===== config.mk =====
export PLATFORM = sky130hd
export DESIGN_NAME = pwm_gen
export DESIGN_NICKNAME = d
export VERILOG_FILES = /design/src/rtl/pwm_gen_pkg.sv /design/src/rtl/pwm_gen_ctrl.sv /design/src/rtl/pwm_gen_datapath.sv /design/src/rtl/pwm_gen.sv
export SDC_FILE = /design/constraint.sdc
export NUM_CORES = 1
export LEC_CHECK = 0
export ABC_AREA = 1
export ABC_CLOCK_PERIOD_IN_PS = 2400
export CORE_MARGIN = 5
export CORE_UTILIZATION = 30
export DETAILED_ROUTE_END_ITERATION = 8
export DONT_BUFFER_PORTS = 1
export PLACE_DENSITY = 0.52
export SLEW_MARGIN = 0
export SYNTH_ARGS = -nofsm -noshare
export SYNTH_HDL_FRONTEND = slang
export SYNTH_SLANG_ARGS = --single-unit

===== constraint.sdc =====
create_clock -name clk -period 2.4 [get_ports clk]
set_input_delay 0 -clock clk [delete_from_list [all_inputs] [get_ports clk]]
set_output_delay 0 -clock clk [all_outputs]
set_load 0.01 [all_outputs]

===== src/rtl/pwm_gen_pkg.sv =====
package pwm_gen_pkg;

  // register addresses
  localparam logic [1:0] ADDR_CTRL = 2'd0;
  localparam logic [1:0] ADDR_LOAD = 2'd1;

  // control word bit positions
  localparam int CTRL_W       = 6;
  localparam int BIT_ENABLE   = 0;
  localparam int BIT_UPDOWN   = 1;
  localparam int BIT_DBG_RUN  = 2;
  localparam int BIT_SYNC_LO  = 3;  // 3 load, 4 cmpA, 5 cmpB

  // control -> datapath strobes
  typedef struct packed {
    logic       enable;
    logic       upDown;
    logic       holdAtZero;
    logic       commitLoad;
    logic [1:0] commitCmp;
  } strobe_t;

endpackage


===== src/rtl/pwm_gen_ctrl.sv =====
module pwm_gen_ctrl
  import pwm_gen_pkg::*;
#(
  parameter int CNT_W = 16,
  parameter int REG_W = 32
) (
  input  logic             clk,
  input  logic             rstN,
  input  logic             wrEn,
  input  logic [1:0]       wrAddr,
  input  logic [REG_W-1:0] wrData,
  input  logic [1:0]       rdAddr,
  output logic [REG_W-1:0] rdData,
  input  logic             syncReq,
  input  logic             debugHalt,
  input  logic             atZero,
  output strobe_t          strobe,
  output logic [CNT_W-1:0] shLoad,
  output logic [CNT_W-1:0] shCmpA,
  output logic [CNT_W-1:0] shCmpB
);
  localparam int NSH = 3;

  logic [CTRL_W-1:0] ctrlQ;
  logic [CNT_W-1:0]  shadowQ [NSH];
  logic              pendQ   [NSH];
  logic [NSH-1:0]    commit;

  always_ff @(posedge clk or negedge rstN) begin
    if (!rstN)                          ctrlQ <= '0;
    else if (wrEn && wrAddr == ADDR_CTRL) ctrlQ <= wrData[CTRL_W-1:0];
  end

  generate
    for (genvar i = 0; i < NSH; i++) begin : g_shadow
      localparam logic [1:0] MY_ADDR = 2'(i + 1);

      always_ff @(posedge clk or negedge rstN) begin
        if (!rstN) begin
          shadowQ[i] <= '0;
          pendQ[i]   <= 1'b0;
        end else begin
          if (wrEn && wrAddr == MY_ADDR) shadowQ[i] <= wrData[CNT_W-1:0];
          pendQ[i] <= syncReq | (pendQ[i] & ~atZero);
        end
      end

      assign commit[i] = atZero & (ctrlQ[BIT_SYNC_LO+i] ? pendQ[i] : 1'b1);

      // a latched request is consumed by the next zero edge
      assert_pend_clear_R8: assert property (@(posedge clk) disable iff (!rstN)
        pendQ[i] && atZero && !syncReq |=> !pendQ[i]);
    end

    if (CNT_W < REG_W) begin : g_unused
      logic unusedWrHigh;
      assign unusedWrHigh = ^wrData[REG_W-1:CNT_W];
    end
  endgenerate

  assign strobe.enable     = ctrlQ[BIT_ENABLE];
  assign strobe.upDown     = ctrlQ[BIT_UPDOWN];
  assign strobe.holdAtZero = debugHalt & ~ctrlQ[BIT_DBG_RUN];
  assign strobe.commitLoad = commit[0];
  assign strobe.commitCmp  = commit[2:1];

  assign shLoad = shadowQ[0];
  assign shCmpA = shadowQ[1];
  assign shCmpB = shadowQ[2];

  always_comb begin
    rdData = '0;
    if (rdAddr == ADDR_CTRL) rdData[CTRL_W-1:0] = ctrlQ;
    else                     rdData[CNT_W-1:0]  = shadowQ[rdAddr - 2'd1];
  end

endmodule


===== src/rtl/pwm_gen_datapath.sv =====
module pwm_gen_datapath
  import pwm_gen_pkg::*;
#(
  parameter int CNT_W = 16
) (
  input  logic             clk,
  input  logic             rstN,
  input  strobe_t          strobe,
  input  logic [CNT_W-1:0] shLoad,
  input  logic [CNT_W-1:0] shCmpA,
  input  logic [CNT_W-1:0] shCmpB,
  output logic [CNT_W-1:0] count,
  output logic             atZero,
  output logic             pwmA,
  output logic             pwmB
);
  localparam int NCH = 2;

  logic [CNT_W-1:0] cntQ, cntNext, loadAct, loadNext;
  logic             dirUpQ, dirNext;
  logic [CNT_W-1:0] cmpSh  [NCH];
  logic [CNT_W-1:0] cmpAct [NCH];
  logic [NCH-1:0]   pwmRaw;

  assign atZero   = (cntQ == '0);
  assign loadNext = strobe.commitLoad ? shLoad : loadAct;
  assign cmpSh[0] = shCmpA;
  assign cmpSh[1] = shCmpB;

  always_comb begin
    cntNext = cntQ;
    dirNext = dirUpQ;
    if (!strobe.enable) begin
      cntNext = '0;
      dirNext = 1'b1;
    end else if (atZero && strobe.holdAtZero) begin
      cntNext = cntQ;
    end else if (!strobe.upDown) begin
      cntNext = atZero ? loadNext : cntQ - 1'b1;
    end else if (atZero) begin
      dirNext = 1'b1;
      cntNext = (loadNext == '0) ? '0 : CNT_W'(1);
    end else if (dirUpQ && cntQ < loadAct) begin
      cntNext = cntQ + 1'b1;
    end else begin
      dirNext = 1'b0;
      cntNext = cntQ - 1'b1;
    end
  end

  always_ff @(posedge clk or negedge rstN) begin
    if (!rstN) begin
      cntQ    <= '0;
      dirUpQ  <= 1'b1;
      loadAct <= '0;
    end else begin
      cntQ    <= cntNext;
      dirUpQ  <= dirNext;
      loadAct <= loadNext;
    end
  end

  generate
    for (genvar i = 0; i < NCH; i++) begin : g_chan
      always_ff @(posedge clk or negedge rstN) begin
        if (!rstN)                    cmpAct[i] <= '0;
        else if (strobe.commitCmp[i]) cmpAct[i] <= cmpSh[i];
      end

      assign pwmRaw[i] = strobe.enable &
        (strobe.upDown ? (cntQ <= cmpAct[i])
                       : ((cntQ != cmpAct[i]) && (atZero || cntQ > cmpAct[i])));

      // compare working copy moves only at a zero edge
      assert_cmp_stable_R10: assert property (@(posedge clk) disable iff (!rstN)
        !atZero |=> $stable(cmpAct[i]));
    end
  endgenerate

  assign count = cntQ;
  assign pwmA  = pwmRaw[0];
  assign pwmB  = pwmRaw[1];

  assert_disabled_zero_R2: assert property (@(posedge clk) disable iff (!rstN)
    !strobe.enable |=> cntQ == '0);

  assert_down_step_R3: assert property (@(posedge clk) disable iff (!rstN)
    strobe.enable && !strobe.upDown && cntQ != '0 |=> cntQ == $past(cntQ) - 1'b1);

  assert_updown_step_R4: assert property (@(posedge clk) disable iff (!rstN)
    strobe.enable && strobe.upDown && cntQ != '0
      |=> (cntQ == $past(cntQ) + 1'b1) || (cntQ == $past(cntQ) - 1'b1));

  assert_halt_park_R9: assert property (@(posedge clk) disable iff (!rstN)
    strobe.enable && strobe.holdAtZero && cntQ == '0 |=> cntQ == '0);

  assert_load_stable_R10: assert property (@(posedge clk) disable iff (!rstN)
    !atZero |=> $stable(loadAct));

endmodule


===== src/rtl/pwm_gen.sv =====
module pwm_gen
  import pwm_gen_pkg::*;
#(
  parameter int CNT_W = 16,
  parameter int REG_W = 32
) (
  input  logic             clk,
  input  logic             rstN,
  input  logic             wrEn,
  input  logic [1:0]       wrAddr,
  input  logic [REG_W-1:0] wrData,
  input  logic [1:0]       rdAddr,
  output logic [REG_W-1:0] rdData,
  input  logic             syncReq,
  input  logic             debugHalt,
  output logic             pwmA,
  output logic             pwmB,
  output logic [CNT_W-1:0] count
);
  strobe_t          strobe;
  logic             atZero;
  logic [CNT_W-1:0] shLoad, shCmpA, shCmpB;

  pwm_gen_ctrl #(.CNT_W(CNT_W), .REG_W(REG_W)) u_ctrl (
    .clk(clk), .rstN(rstN), .wrEn(wrEn), .wrAddr(wrAddr), .wrData(wrData),
    .rdAddr(rdAddr), .rdData(rdData), .syncReq(syncReq), .debugHalt(debugHalt),
    .atZero(atZero), .strobe(strobe), .shLoad(shLoad), .shCmpA(shCmpA),
    .shCmpB(shCmpB)
  );

  pwm_gen_datapath #(.CNT_W(CNT_W)) u_dp (
    .clk(clk), .rstN(rstN), .strobe(strobe), .shLoad(shLoad), .shCmpA(shCmpA),
    .shCmpB(shCmpB), .count(count), .atZero(atZero), .pwmA(pwmA), .pwmB(pwmB)
  );

endmodule


==> results.yml <==
timing:
  final_hold_viol_count: 122
  report.final.slew_viol_count: 0
  fin_skew_ns: 0.00782
  finalCriticalPeriod_ns: 2.37
  holdWs_ns: -0.721
  rsz0062_at_grt: "true"
  fin_setup_tns_ns: 0
  max_freq_mhz: 422
  fin_crit_sh_pct: 98.7
  worst_slack_ns: 0.0308
  final-setup-viol-count: 0
grt:
  grt_first_pass_wirelength_um: 33900
  antenna_found_initial: 0
  gr-total-overflow: 0
  grt_max_degree: 123
  grt_pass1_vias: 6138
  grt_use_total_pct: 15.2
floorplanning:
  die-height_um: 168
  rows: 57
  fp.dieW_um: 168
  start_util_pct: 30.5
  core_um2: 24400
  io_pins: 91
  dieArea_um2: 28100
routing:
  vias_per_cell: 4.72
  routed_wl_um: 21100
  num_vias: 6271
  firstDrtPassIters: 5
  drt_iter0_markers: 441
  wl_per_cell_um: 15.9
  drcViolationCount: 0
  ant_nets: 0
clock_tree:
  hold_buffers: 18
  h-tree-depth: 4
  clkSlewWorstSetupHoldPaths_ns: 0.07
  cts_tree: "built"
  cts_max_path_buffers: 2
  numCtsBuffers: 17
  insertion_delay_ns: 0.42
  cts_root_buf: "clkbuf_16"
  clock-sinks: 122
place:
  numPortBuffers: 0
  hpwl_um: 16000
  pre_cts_ws_ns: 0.0588
  finalWeightedCongestion: 0.826
  postPlaceCellArea_um2: 8060
hold_path:
  hold_class: "in -> async"
logic_synthesis:
  syn_area_um2: 7450
  syn_area_per_cell_um2: 8.06
  yosysUniqueCellTypes: 44
  ys_warn_count: 0
  ys_seq_area_share_pct: 41.0
  synth_area_leader_cell: "dfrtp_1"
  netlist.area_leader.share_pct: 40.7
  synth_area_leaders: "dfrtp_1, nand2_1, ha_1, inv_1, o21ai_0"
  postSynthCellCount: 924
  ys_ff_latch: 122
layout:
  final_area_um2: 9030
  fin_util_pct: 37.0
  n_antenna_cell: 0
  syn_to_final_growth_pct: 21.3
  layout-drive-gt1-share_pct: 18.0
  nNetsFinal: 1083
power:
  p_per_area_nw_per_um2: 1160
  ir_worst_vdd_v: 0.000583
  p_leak_nw: 4.35
setup_path:
  criticalPathCategory: "reg -> out"
  crit_chain: "buf_6, ha_1, nand2_1, nor4_2, nor3b_2, a21oi_1, o21ai_1, a21oi_1, buf_4, buf_6"
  max_stage_delay_ns: 0.44
  end_kind: "output port"
  cp.required_ns: 2.40
  worstPathMaxFanout: 8
  start_kind: "flop"
  cp.arrival_ns: 2.37
  slowest_stage: "dfrtp_1"
run_status:
  status: "finished, violations left"
  violations: "hold timing"
flow_run:
  cap_violations: 0
what timing repair did:
action	4_1_cts	5_1_grt
endpoints found under the setup margin	2	4
resized for setup	26	18
endpoints found under the hold margin	181	122
buffers inserted	1	6
pin swaps	7	9
stage by stage:
step	hold slack, ns	total power, W	cells
final	-0.721	0.0104	1329
after global routing	-0.747	0.0113	1329
after CTS	-0.737	0.0103	1323
after detailed placement	-0.284	0.00754	1272
after global placement	-0.284	0.00747	1272
after floorplan	-0.296	0.00619	939
placed cells by master (no fill, tap or decap), types with 3 or more instances in the layout:
cell / instances
nand2_1: 204
inv_1: 118
dfrtp_1: 112
o21ai_0: 84
buf_4: 62
a21oi_1: 57
ha_1: 46
nand3_1: 40
nor2_1: 35
nand4_1: 24
xor2_1: 22
o211ai_1: 19
mux2_2: 18
dlygate4sd3_1: 18
clkbuf_16: 17
nand2_2: 16
conb_1: 16
nor3_1: 12
dfrtp_2: 9
nor2_2: 5
inv_2: 5
buf_6: 5
nor2_4: 4
o21ai_1: 4
a21oi_2: 4
clkinvlp_4: 4
inv_8: 4
inv_6: 4
o21ai_2: 3
ha_4: 3
power breakdown:
group          switching, W  internal, W  total [W]
Clock               0.00109      0.00147    0.00256
Combinational       0.00284      0.00194    0.00478
Sequential         0.000465      0.00264    0.00310
Total               0.00440      0.00604     0.0104
worst paths after layout:
kind                            startpoint                end  slack [ns]  cells after the start
max                          u_dp.count[5]               pwmB        0.03                     10
min                                   rstN    u_dp.loadAct[1]       -0.72                      0
max reg2reg                  u_dp.count[3]    u_dp.cmpAct[12]        0.24                      8
min reg2reg                u_dp.cmpAct[27]    u_dp.cmpAct[27]        0.49                      2
max in group asynchronous             rstN   u_ctrl.shCmpB[6]        2.76                      0
min in group clk                 wrAddr[1]  u_ctrl.shCmpA[13]        0.06                      4
registers in the layout, summed over array words and instances, names as in the netlist:
name,cells
u_dp.cmpAct,32
u_ctrl.shCmpA,16
u_ctrl.shCmpB,16
u_ctrl.shLoad,16
u_dp.count,16
u_dp.loadAct,16
u_ctrl.ctrlQ,6
u_ctrl.pendQ,3
u_dp.dirUpQ,1
cells by family after synthesis:
group	Yosys count	synth area share, %
simple gates	355	21.6
compound gates	179	13.1
buf+inv	175	10.3
flops	122	41.0
fa+ha+maj	50	8.40
xor+xnor	24	2.82
mux	18	2.72
other cells	1	0.0503
worst max-delay path: cells and delay by family, from the launching register on:
| kind | cells | cell delay, ns |
|---|---|---|
| compound gates | 3 | 0.24 |
| buf+inv | 3 | 0.45 |
| simple gates | 3 | 0.53 |
| flops | 1 | 0.44 |
| fa+ha+maj | 1 | 0.29 |
cells in the mapped netlist:
cell / n
inv_2: 2
and3_1: 1
clkbuf_1: 21
nor2_2: 5
a41oi_1: 1
buf_6: 5
nor2_4: 2
buf_2: 9
o21ai_2: 1
nor3_2: 1
o211ai_1: 19
o21ai_0: 89
nand3_1: 40
xor2_1: 22
o31ai_1: 1
nand3b_1: 1
a21oi_1: 61
inv_1: 121
a22oi_1: 2
nand3_4: 1
nand3_2: 1
dfrtp_1: 121
a211oi_1: 1
nor2_1: 37
nor3_1: 13
xnor2_1: 2
buf_4: 17
nor2_8: 2
a22o_1: 1
nand4_1: 24
nor4_1: 3
or2_0: 1
dfstp_2: 1
o21ai_1: 1
ha_1: 50
nand2_1: 207
conb_1: 1
o21bai_1: 1
nor3b_1: 1
nand2_2: 13
mux2_2: 18
nand2_4: 1
o211ai_2: 1
and2_1: 1
per-layer routing:
layer,track usage (%),up-vias,part of all wire (%)
li1,-,3149,-
met1,21.6,2983,49
met2,23.4,118,44
met3,3.35,21,4.9
met4,4.55,0,1.5
met5,0,-,0
final cells by class:
cell class                      instances  area [um^2]
Clock buffer                           17          425
Clock inverter                         15          158
Fill cell                            2569        15400
Inverter                              123          462
Multi-Input combinational cell        642         3790
Sequential cell                       122         3070
Tap cell                              324          405
Timing Repair Buffer                   86          722
Power figures use the tool's default switching activity.
